[src/rtl/adc_frame_pkg.sv]
`timescale 1ns/1ps
package adc_frame_pkg;
  localparam int FRAME_BITS = 16;
  localparam int CHAN_W     = 2;
  localparam int SAMPLE_W   = 12;
  localparam logic [FRAME_BITS-1:0] DUMMY_WORD = 16'h7FFF;

  typedef enum logic [2:0] {
    ST_IDLE,
    ST_LEAD,
    ST_LOW,
    ST_HIGH,
    ST_QUIET,
    ST_PWRUP
  } seq_state_t;

  function automatic logic [FRAME_BITS-1:0] build_ctrl(
    input logic       wr,
    input logic       seq,
    input logic [1:0] addr,
    input logic [1:0] pm,
    input logic       coding
  );
    return {wr, seq, 2'b00, addr, pm, 3'b000, coding, 4'b0000};
  endfunction
endpackage

[src/rtl/adc_req_slot.sv]
`timescale 1ns/1ps
module adc_req_slot
  import adc_frame_pkg::*;
#(
  parameter logic [1:0] PM_BITS = 2'b11
) (
  input  logic                  clk,
  input  logic                  rst,
  input  logic                  req_valid,
  input  logic                  req_seq,
  input  logic [1:0]            req_addr,
  input  logic                  req_coding,
  input  logic                  take,
  output logic                  req_ready,
  output logic                  pend,
  output logic [FRAME_BITS-1:0] pend_word
);
  logic                  pend_q;
  logic [FRAME_BITS-1:0] word_q;

  always_ff @(posedge clk) begin
    if (rst) begin
      pend_q <= 1'b0;
      word_q <= '0;
    end else if (req_valid && !pend_q) begin
      pend_q <= 1'b1;
      word_q <= build_ctrl(1'b1, req_seq, req_addr, PM_BITS, req_coding);
    end else if (take) begin
      pend_q <= 1'b0;
    end
  end

  assign req_ready = !pend_q;
  assign pend      = pend_q;
  assign pend_word = word_q;
endmodule

[src/rtl/adc_frame_seq.sv]
`timescale 1ns/1ps
module adc_frame_seq
  import adc_frame_pkg::*;
#(
  parameter int HALF_DIV  = 2,
  parameter int QUIET_CYC = 13,
  parameter int PWRUP_CYC = 1250,
  parameter int NUM_DUMMY = 2
) (
  input  logic clk,
  input  logic rst,
  input  logic pend,
  input  logic out_busy,
  output logic cs_n,
  output logic sclk,
  output logic start_dummy,
  output logic start_real,
  output logic sample,
  output logic shift,
  output logic done,
  output logic frame_dummy
);
  localparam int M1   = (HALF_DIV > QUIET_CYC) ? HALF_DIV : QUIET_CYC;
  localparam int CMAX = (M1 > PWRUP_CYC) ? M1 : PWRUP_CYC;
  localparam int CW   = $clog2(CMAX + 1);
  localparam int DW   = $clog2(NUM_DUMMY + 2);
  localparam int BW   = $clog2(FRAME_BITS);
  localparam logic [CW-1:0] HALF_LAST  = CW'(HALF_DIV - 1);
  localparam logic [CW-1:0] QUIET_LAST = CW'(QUIET_CYC - 1);
  localparam logic [CW-1:0] PWR_LAST   = CW'(PWRUP_CYC - 1);
  localparam logic [BW-1:0] BIT_LAST   = BW'(FRAME_BITS - 1);

  seq_state_t    st;
  logic [CW-1:0] cnt;
  logic [BW-1:0] bit_idx;
  logic [DW-1:0] dummy_left;
  logic          pwr_done;
  logic          half_end;

  always_comb begin
    half_end    = (cnt == HALF_LAST);
    start_dummy = (st == ST_IDLE) && (dummy_left != '0);
    start_real  = (st == ST_IDLE) && (dummy_left == '0) && pwr_done && pend && !out_busy;
    sample      = ((st == ST_LEAD) || (st == ST_HIGH)) && half_end;
    shift       = (st == ST_LOW) && half_end && (bit_idx != BIT_LAST);
    done        = (st == ST_LOW) && half_end && (bit_idx == BIT_LAST);
  end

  always_ff @(posedge clk) begin
    if (rst) begin
      st          <= ST_IDLE;
      cnt         <= '0;
      bit_idx     <= '0;
      dummy_left  <= DW'(NUM_DUMMY);
      pwr_done    <= 1'b0;
      cs_n        <= 1'b1;
      sclk        <= 1'b1;
      frame_dummy <= 1'b0;
    end else begin
      case (st)
        ST_IDLE: begin
          if (start_dummy || start_real) begin
            cs_n        <= 1'b0;
            cnt         <= '0;
            bit_idx     <= '0;
            frame_dummy <= start_dummy;
            st          <= ST_LEAD;
          end else if ((dummy_left == '0) && !pwr_done) begin
            cnt <= '0;
            st  <= ST_PWRUP;
          end
        end
        ST_LEAD, ST_HIGH: begin
          if (half_end) begin
            sclk <= 1'b0;
            cnt  <= '0;
            st   <= ST_LOW;
          end else begin
            cnt <= cnt + 1'b1;
          end
        end
        ST_LOW: begin
          if (half_end) begin
            sclk <= 1'b1;
            cnt  <= '0;
            if (done) begin
              cs_n <= 1'b1;
              st   <= ST_QUIET;
              if (frame_dummy) dummy_left <= dummy_left - 1'b1;
            end else begin
              bit_idx <= bit_idx + 1'b1;
              st      <= ST_HIGH;
            end
          end else begin
            cnt <= cnt + 1'b1;
          end
        end
        ST_QUIET: begin
          if (cnt == QUIET_LAST) begin
            cnt <= '0;
            st  <= ST_IDLE;
          end else begin
            cnt <= cnt + 1'b1;
          end
        end
        ST_PWRUP: begin
          if (cnt == PWR_LAST) begin
            cnt      <= '0;
            pwr_done <= 1'b1;
            st       <= ST_IDLE;
          end else begin
            cnt <= cnt + 1'b1;
          end
        end
        default: st <= ST_IDLE;
      endcase
    end
  end
endmodule

[src/rtl/adc_frame_shifter.sv]
`timescale 1ns/1ps
module adc_frame_shifter
  import adc_frame_pkg::*;
(
  input  logic                clk,
  input  logic                rst,
  input  logic                load,
  input  logic [FRAME_BITS-1:0] load_word,
  input  logic                shift,
  input  logic                sample,
  input  logic                dout,
  output logic                din,
  output logic                rx_lead,
  output logic [CHAN_W-1:0]   rx_chan,
  output logic [SAMPLE_W-1:0] rx_data
);
  logic [FRAME_BITS-1:0] tx_q;
  logic [FRAME_BITS-1:0] rx_q;

  always_ff @(posedge clk) begin
    if (rst) begin
      tx_q <= '1;
    end else if (load) begin
      tx_q <= load_word;
    end else if (shift) begin
      tx_q <= {tx_q[FRAME_BITS-2:0], 1'b1};
    end
  end

  always_ff @(posedge clk) begin
    if (rst) begin
      rx_q <= '0;
    end else if (sample) begin
      rx_q <= {rx_q[FRAME_BITS-2:0], dout};
    end
  end

  assign din     = tx_q[FRAME_BITS-1];
  assign rx_lead = rx_q[FRAME_BITS-1];
  assign rx_chan = rx_q[SAMPLE_W+CHAN_W-1:SAMPLE_W];
  assign rx_data = rx_q[SAMPLE_W-1:0];
endmodule

[src/rtl/adc_result_reg.sv]
`timescale 1ns/1ps
module adc_result_reg
  import adc_frame_pkg::*;
(
  input  logic                clk,
  input  logic                rst,
  input  logic                load,
  input  logic                lead,
  input  logic [CHAN_W-1:0]   chan,
  input  logic [SAMPLE_W-1:0] data,
  input  logic                out_ready,
  output logic                out_valid,
  output logic [CHAN_W-1:0]   out_chan,
  output logic [SAMPLE_W-1:0] out_data,
  output logic                out_err
);
  always_ff @(posedge clk) begin
    if (rst) begin
      out_valid <= 1'b0;
      out_chan  <= '0;
      out_data  <= '0;
      out_err   <= 1'b0;
    end else if (load) begin
      out_valid <= 1'b1;
      out_chan  <= chan;
      out_data  <= data;
      out_err   <= lead;
    end else if (out_ready) begin
      out_valid <= 1'b0;
    end
  end
endmodule

[src/rtl/adc_frame_ctrl.sv]
`timescale 1ns/1ps
module adc_frame_ctrl
  import adc_frame_pkg::*;
#(
  parameter int         HALF_DIV  = 2,
  parameter int         QUIET_CYC = 13,
  parameter int         PWRUP_CYC = 1250,
  parameter int         NUM_DUMMY = 2,
  parameter logic [1:0] PM_BITS   = 2'b11
) (
  input  logic                clk,
  input  logic                rst,
  input  logic                req_valid,
  output logic                req_ready,
  input  logic                req_seq,
  input  logic [1:0]          req_addr,
  input  logic                req_coding,
  output logic                adc_cs_n,
  output logic                adc_sclk,
  output logic                adc_din,
  input  logic                adc_dout,
  output logic                out_valid,
  input  logic                out_ready,
  output logic [CHAN_W-1:0]   out_chan,
  output logic [SAMPLE_W-1:0] out_data,
  output logic                out_err
);
  logic                  pend;
  logic [FRAME_BITS-1:0] pend_word;
  logic                  start_dummy, start_real;
  logic                  sample, shift, done, frame_dummy;
  logic                  rx_lead;
  logic [CHAN_W-1:0]     rx_chan;
  logic [SAMPLE_W-1:0]   rx_data;
  logic [FRAME_BITS-1:0] load_word;

  assign load_word = start_dummy ? DUMMY_WORD : pend_word;

  adc_req_slot #(.PM_BITS(PM_BITS)) u_slot (
    .clk(clk), .rst(rst), .req_valid(req_valid), .req_seq(req_seq),
    .req_addr(req_addr), .req_coding(req_coding), .take(start_real),
    .req_ready(req_ready), .pend(pend), .pend_word(pend_word)
  );

  adc_frame_seq #(
    .HALF_DIV(HALF_DIV), .QUIET_CYC(QUIET_CYC),
    .PWRUP_CYC(PWRUP_CYC), .NUM_DUMMY(NUM_DUMMY)
  ) u_seq (
    .clk(clk), .rst(rst), .pend(pend), .out_busy(out_valid),
    .cs_n(adc_cs_n), .sclk(adc_sclk), .start_dummy(start_dummy),
    .start_real(start_real), .sample(sample), .shift(shift),
    .done(done), .frame_dummy(frame_dummy)
  );

  adc_frame_shifter u_shift (
    .clk(clk), .rst(rst), .load(start_dummy | start_real), .load_word(load_word),
    .shift(shift), .sample(sample), .dout(adc_dout), .din(adc_din),
    .rx_lead(rx_lead), .rx_chan(rx_chan), .rx_data(rx_data)
  );

  adc_result_reg u_res (
    .clk(clk), .rst(rst), .load(done && !frame_dummy), .lead(rx_lead),
    .chan(rx_chan), .data(rx_data), .out_ready(out_ready),
    .out_valid(out_valid), .out_chan(out_chan), .out_data(out_data),
    .out_err(out_err)
  );
endmodule

[config.mk]
export PLATFORM = sky130hd
export DESIGN_NAME = adc_frame_ctrl
export DESIGN_NICKNAME = d
export VERILOG_FILES = /design/src/rtl/adc_frame_pkg.sv /design/src/rtl/adc_req_slot.sv /design/src/rtl/adc_frame_seq.sv /design/src/rtl/adc_frame_shifter.sv /design/src/rtl/adc_result_reg.sv /design/src/rtl/adc_frame_ctrl.sv
export SDC_FILE = /design/constraint.sdc
export NUM_CORES = 1
export LEC_CHECK = 0
export ABC_CLOCK_PERIOD_IN_PS = 6500
export BUFFER_PORTS_ARGS = -buffer_cell sky130_fd_sc_hd__buf_2
export CORE_UTILIZATION = 65
export CTS_BUF_LIST = sky130_fd_sc_hd__clkbuf_8
export CTS_CLUSTER_SIZE = 24
export DETAILED_ROUTE_END_ITERATION = 8
export PLACE_DENSITY = 0.86
export SLEW_MARGIN = 10
export SYNTH_ARGS = -nofsm -noshare
export SYNTH_HDL_FRONTEND = slang
export SYNTH_SLANG_ARGS = --single-unit
[constraint.sdc]
create_clock -name clk -period 6.5 [get_ports clk]
set_clock_uncertainty 0.15 [all_clocks]
set_input_delay 0.975 -clock clk [delete_from_list [all_inputs] [get_ports clk]]
set_output_delay 0.975 -clock clk [all_outputs]
set_load 0.1 [all_outputs]
; Yosys cells after proc, flatten, opt, wreduce, memory -nomap -nowiden
; Index checks and enable logic that the tools add are counted.
[totals]
register_bits = 80
output_inout_bits = 20
word_cells = 107
[classes]
add_sub_neg = 3
eq_ne = 18
mux = 32
n_bitwise = 1
n_reduce_logical = 37
[op_table]
columns = operator, n
row1 = $mux W11, 5
row2 = $mux W16, 3
row3 = $pmux W11 S4, 1
row4 = $mux W3, 7
row5 = $pmux W3 S5, 1
row6 = $logic_and A1 B1 Y1, 12
row7 = $mux W4, 3
row8 = $reduce_and A4 Y1, 3
row9 = $reduce_bool A2 Y1, 6
row10 = $add A11 B1 Y11 const B, 1
row11 = $eq A11 B1 Y1 const B, 1
row12 = $eq A11 B11 Y1 const B, 1
row13 = $eq A11 B4 Y1 const B, 1
row14 = $mux W1, 9
row15 = $ne A2 B1 Y1 const B, 4
row16 = $pmux W4 S2, 1
row17 = $eq A3 B2 Y1 const B, 2
row18 = $eq A3 B3 Y1 const B, 2
row19 = $ne A2 B2 Y1 const B, 3
row20 = $reduce_and A2 Y1, 3
row21 = $reduce_and A5 Y1, 1
row22 = $add A4 B1 Y4 const B, 1
row23 = $eq A4 B4 Y1 const B, 1
row24 = $logic_not A1 Y1, 4
row25 = other kinds (13), 15

; Logic depth before layout (Yosys ltp)
[logic_depth]
word_depth = 8
ltp_mapped = 9
mapped_depth_nobuf = 7

; By module
; Synthesis repeated with hierarchy kept, for this count alone.
[hier_totals]
hier_cells = 417
area_unflattened_um2 = 3792.4
[by_module_without_submodules]
columns = module, n_inst, cells_each, area_each_um2, seq_area_each_um2
row1 = adc_frame_shifter, 1, 137, 1412.6, 640.6
row2 = adc_frame_seq, 1, 173, 1338.8, 480.5
row3 = adc_result_reg, 1, 53, 584.3, 320.3
row4 = adc_req_slot, 1, 35, 330.3, 120.1
row5 = adc_frame_ctrl, 1, 19, 126.4, 0.0

; Worst setup path after synthesis
; No wires, ideal clock.
[synth_path]
path_kind = reg-to-reg
startpoint = reg u_res.out_valid
endpoint = reg u_seq.bit_idx[1]
setup_time_ps = 136
arrival_ps = 2078
t_required_ps = 6214
setup_slack_ps = 4136
stages_incl_launch_ff = 7
period_less_slack_ps = 2364
path_cell_list = dfxtp_1 nand3b_1 a21oi_4 a21oi_1 buf_2 mux2i_1 nor3_1
[synth_between]
elab_chain_len = 5
[synth_rtl]
columns = item, line_no
row1 = start: declaration, adc_result_reg.sv:12  ; output logic out_valid,
row2 = start signal: assignment, adc_result_reg.sv:19  ; out_valid <= 1'b0;
row3 = start signal: assignment, adc_result_reg.sv:24  ; out_valid <= 1'b1;
row4 = start signal: assignment, adc_result_reg.sv:29  ; out_valid <= 1'b0;
row5 = $logic_not A1 Y1, adc_frame_seq.sv:43  ; start_real = (st == ST_IDLE) && (dummy_left == '0) && pwr_done && pend && !out_busy;
row6 = $logic_and A1 B1 Y1, adc_frame_seq.sv:43
row7 = $logic_or A1 B1 Y1, adc_frame_seq.sv:62  ; if (start_dummy || start_real) begin
row8 = $ne A2 B2 Y1 (no line), --
row9 = $reduce_and A4 Y1 (no line), --
row10 = end signal: assignment, adc_frame_seq.sv:91  ; bit_idx <= bit_idx + 1'b1;
row11 = end: declaration, adc_frame_seq.sv:35  ; logic [BW-1:0] bit_idx;
; Every way passes these cells.
; A chain may end at the register's enable or synchronous reset.

; Worst setup path in the final report
[layout_path]
startpoint = reg u_seq.st[2]
endpoint = reg u_shift.tx_q[9]
[layout_between]
elab_chain_len = 7
word_cells_on_any_way = 13
[layout_rtl]
columns = item, line_no
row1 = start: declaration, adc_frame_seq.sv:33  ; seq_state_t st;
row2 = start signal: assignment, adc_frame_seq.sv:51  ; st <= ST_IDLE;
row3 = start signal: assignment, adc_frame_seq.sv:67  ; st <= ST_LEAD;
row4 = start signal: assignment, adc_frame_seq.sv:70  ; st <= ST_PWRUP;
row5 = $logic_not A3 Y1, "adc_frame_seq.sv:42, adc_frame_seq.sv:43"
row6 = $logic_and A1 B1 Y1 (4 in a row), adc_frame_seq.sv:43
row7 = $or A1 B1 Y1, adc_frame_ctrl.sv:56  ; .clk(clk), .rst(rst), .load(start_dummy | start_real), .load_word(load_word),
row8 = $mux W16 / $reduce_bool A2 Y1 (equally long branches), --
row9 = end signal: assignment, adc_frame_shifter.sv:24  ; tx_q <= load_word;
row10 = end signal: assignment, adc_frame_shifter.sv:26  ; tx_q <= {tx_q[FRAME_BITS-2:0], 1'b1};
row11 = end: declaration, adc_frame_shifter.sv:17  ; logic [FRAME_BITS-1:0] tx_q;
; Parallel ways exist; a longest one is shown, timed or not.

==> flow_summary_export.csv <==
group,metric,value,unit
pwr,p_sw,0.445,mW
pwr,power.internal,0.809,mW
floorplanning,die_h,74.8,µm
global_route,grt.total_usage,26.1,%
routing,vias,2880,
floorplanning,row_count,26,
floorplanning,coreArea,0.00511,mm²
sta,setup_viol,0,
pwr,combPwrFrac,26.1,%
clock_tree,post_cts_resize_count,0,
clock_tree,postCtsSetupRepairBufs,0,
place,place.gp.congestion,0.803,
floorplanning,dieArea,0.00559,mm²
clock_tree,htreeDepth,3,
place,dp.final_hpwl,4480,µm
final_layout,layout-drive-gt1-share,17.9,%
final_layout,finalInstanceArea,0.00376,mm²
sta,hold_viol,0,
routing,route.detailed.drc,1,
clock_tree,clk_pin_slew,0.08,ns
sta,worst_slew_pin_slew,0.990,ns
pwr,seq_power_share,45.8,%
routing,first_pass_iters,6,
floorplanning,initial_core_util,67.4,%
pwr,clockPowerShare,28.1,%
global_route,grt_pass1_wl,11100,µm
worst_setup_path,crit_chain,"or3_1, a21oi_4, a21oi_1, nor2_1, a221o_1",
yosys,yosysTopAreaCellShare,45.4,%
worst_setup_path,critPathKind,"register to register",
yosys,yosys.area.top_type,"dfxtp_1",
sta,maxSlewHeadroom,34.0,%
worst_setup_path,cp_top_family,"compound AO/OA/AOI/OAI gates",
yosys,async_flop_share,0,%
global_route,antenna_found_initial,0,
place,portBuffers,28,
global_route,grt_max_degree,69,
yosys,synth_ff_type,"dfxtp_1",
sta,hold_ws,0.298,ns
routing,ant_nets,0,
clock_tree,insertion_delay,0.35,ns
sta,fmax,376,MHz
yosys,syn_nets,415,
clock_tree,cts_buffers,9,
worst_setup_path,worstPathRequired,6.59,ns
sta,post-route-min-period,2.66,ns
worst_setup_path,start_kind,"register",
final_layout,final_nets,434,
yosys,synth_seq_cells,78,
worst_setup_path,r2r-start,"u_seq.st[2]$_SDFFE_PP0P_",
sta,finalCritPeriodShare,40.9,%
sta,layout_setup_ws,3.84,ns
clock_tree,root_buffer,"clkbuf_8",
worst_setup_path,cpPeakStageDelay,0.78,ns
yosys,synth.distinct_cells,53,
pwr,p_leak,1.39,nW
sta,finalMaxSlewViolations,0,
hold_path,hp-class,"register to register",
hold_path,holdCritStartpoint,"u_res.out_err$_SDFFE_PP0P_",
job,cap_violations,0,
yosys,synthTopCellsByArea,"dfxtp_1, nand2_1, a21oi_1, nand3_1, nor2_1",
global_route,grt.overflow.total,0,
pwr,p_per_area,334,mW/mm²
clock_tree,hold_buffers,0,
floorplanning,die_x,74.8,µm
worst_setup_path,path_buf_inv,0,
run_status,violations,"DRC",
yosys,synth_cells,401,
sta,rsz0062_at_grt,"false",
routing,wl,6760,µm
routing,wl_per_cell,13.7,µm
place,place_ws,3.65,ns
clock_tree,cts.sinks,78,
final_layout,syn_to_final_growth,9.23,%
yosys,syn_area,0.00344,mm²
clock_tree,clockBufferDepth,2,
clock_tree,tritoncts,"built",
floorplanning,io_pins,29,
worst_setup_path,cp-end-kind,"register",
worst_setup_path,cp_slowest_cell,"a21oi_1",
yosys,synth-edff-count,0,
pwr,vdd_drop_max,0.192,mV
routing,initialDrtViolationCount,169,
pwr,power_switching_share,35.5,%
place,placed_area,0.00357,mm²
worst_setup_path,cp_data_arrival_time,2.74,ns
yosys,yosysSeqAreaShare,45.4,%
worst_setup_path,cp-startpoint,"u_seq.st[2]$_SDFFE_PP0P_",
yosys,syn_avg_cell_area,8.58,µm²
yosys,yosysWarnings,0,
global_route,first_global_vias,2508,
final_layout,n_fill_cell,415,
routing,avgViaCountPerCell,5.83,
sta,tns,0,ns
worst_setup_path,worstPathMaxFanout,13,
final_layout,antenna_cells,0,
run_status,outcome,"complete, but fails checks",
worst register-to-register path, stage by stage, from the launching register on:
cell and delay [ns]:
dfxtp_1 0.61, or3_1 0.38, a21oi_4 0.11, a21oi_1 0.78, nor2_1 0.18, a221o_1 0.33
layer usage:
layer  track usage [%]  wire length, µm
met5                 0                0
met4              12.2               78
met3              5.22              246
met2              43.0             3270
met1              32.9             3160
synthesized netlist by cell type (all sizes together), types with 2 or more instances:
| cell type | n |
|---|---|
| xor2 | 2 |
| clkbuf | 9 |
| nor2b | 2 |
| a221o | 4 |
| nand2 | 90 |
| nor4 | 4 |
| buf | 13 |
| nand2b | 2 |
| a31oi | 5 |
| a22oi | 2 |
| nand4 | 5 |
| a21o | 3 |
| o211ai | 3 |
| inv | 6 |
| nor2 | 26 |
| a21oi | 52 |
| nor3 | 11 |
| nand3b | 7 |
| ha | 5 |
| and4 | 4 |
| o21ai | 12 |
| and3 | 6 |
| dfxtp | 78 |
| a32oi | 2 |
| mux2i | 5 |
| nor3b | 3 |
| or3 | 4 |
| nand3 | 24 |
| a211o | 2 |
cell usage in the layout (no fill, tap or decap), drive strengths merged, types with 3 or more instances in the layout:
| cell | n |
|---|---|
| nand3b | 7 |
| nor4 | 4 |
| a21o | 3 |
| nor2 | 26 |
| clkbuf | 10 |
| a21oi | 52 |
| inv | 7 |
| or3 | 4 |
| and3 | 6 |
| dfxtp | 78 |
| o21ai | 12 |
| mux2i | 5 |
| nor3 | 11 |
| nand3 | 24 |
| and4 | 4 |
| nand2 | 90 |
| a31oi | 5 |
| nand4 | 5 |
| ha | 5 |
| a221o | 4 |
| buf | 30 |
| nor3b | 3 |
| o211ai | 3 |
state kept, by name, indices dropped and copies added, names as in the netlist, 2 cells and up:
signal            cells
u_seq.dummy_left      2
u_seq.cnt            11
u_seq.st              3
u_res.out_data       12
u_res.out_chan        2
u_shift.tx_q         16
u_shift.rx_q         16
u_seq.bit_idx         4
u_slot.pend_word      5
cell families after synthesis:
group / count (synthesis) / synth area share [%]
AOI/OAI and AO/OA: 91 / 17.4
muxes: 5 / 1.45
DFF: 78 / 45.4
and+or+nand+nor: 191 / 29.2
adders and majority gates: 5 / 1.82
xor gates and xnor gates: 3 / 0.763
buffers and inverters: 28 / 3.96
cell type report:
type / count / area [µm²] / area share [%]
sequential: 78 / 1560 / 41.5
clock inverter: 5 / 51.3 / 1.36
tap: 70 / 87.6 / 2.33
timing repair buffer: 30 / 155 / 4.13
inverter: 6 / 22.5 / 0.599
multi-input combinational: 295 / 1740 / 46.4
clock buffer: 10 / 138 / 3.66
stage by stage:
step	std cells	power (mW)	util, %
after CTS	494	1.26	73.6
after floorplan	401	0.846	-
after global placement	479	0.894	69.9
final	494	1.25	73.6
after detailed placement	479	0.907	69.9
after global routing	494	1.32	73.6
path summary, 6_finish.rpt:
path,endpoint,depth (start not counted),slack [ns]
worst max-delay path,u_shift.tx_q[9]$_SDFFE_PP1P_,5,3.84
worst min-delay path,u_res.out_err$_SDFFE_PP0P_,2,0.30
worst max register to register,u_shift.tx_q[9]$_SDFFE_PP1P_,5,3.84
worst min register to register,u_res.out_err$_SDFFE_PP0P_,2,0.30
power groups by stage:
stage	clock (mW)	combinational [mW]	sequential [mW]
finish	0.353	0.327	0.575
CTS	0.359	0.325	0.573
global route	0.380	0.361	0.581
detailed placement	0	0.324	0.583
floorplan	0	0.242	0.604
global placement	0	0.313	0.581
Note: power is estimated with default switching activity, not from simulation.
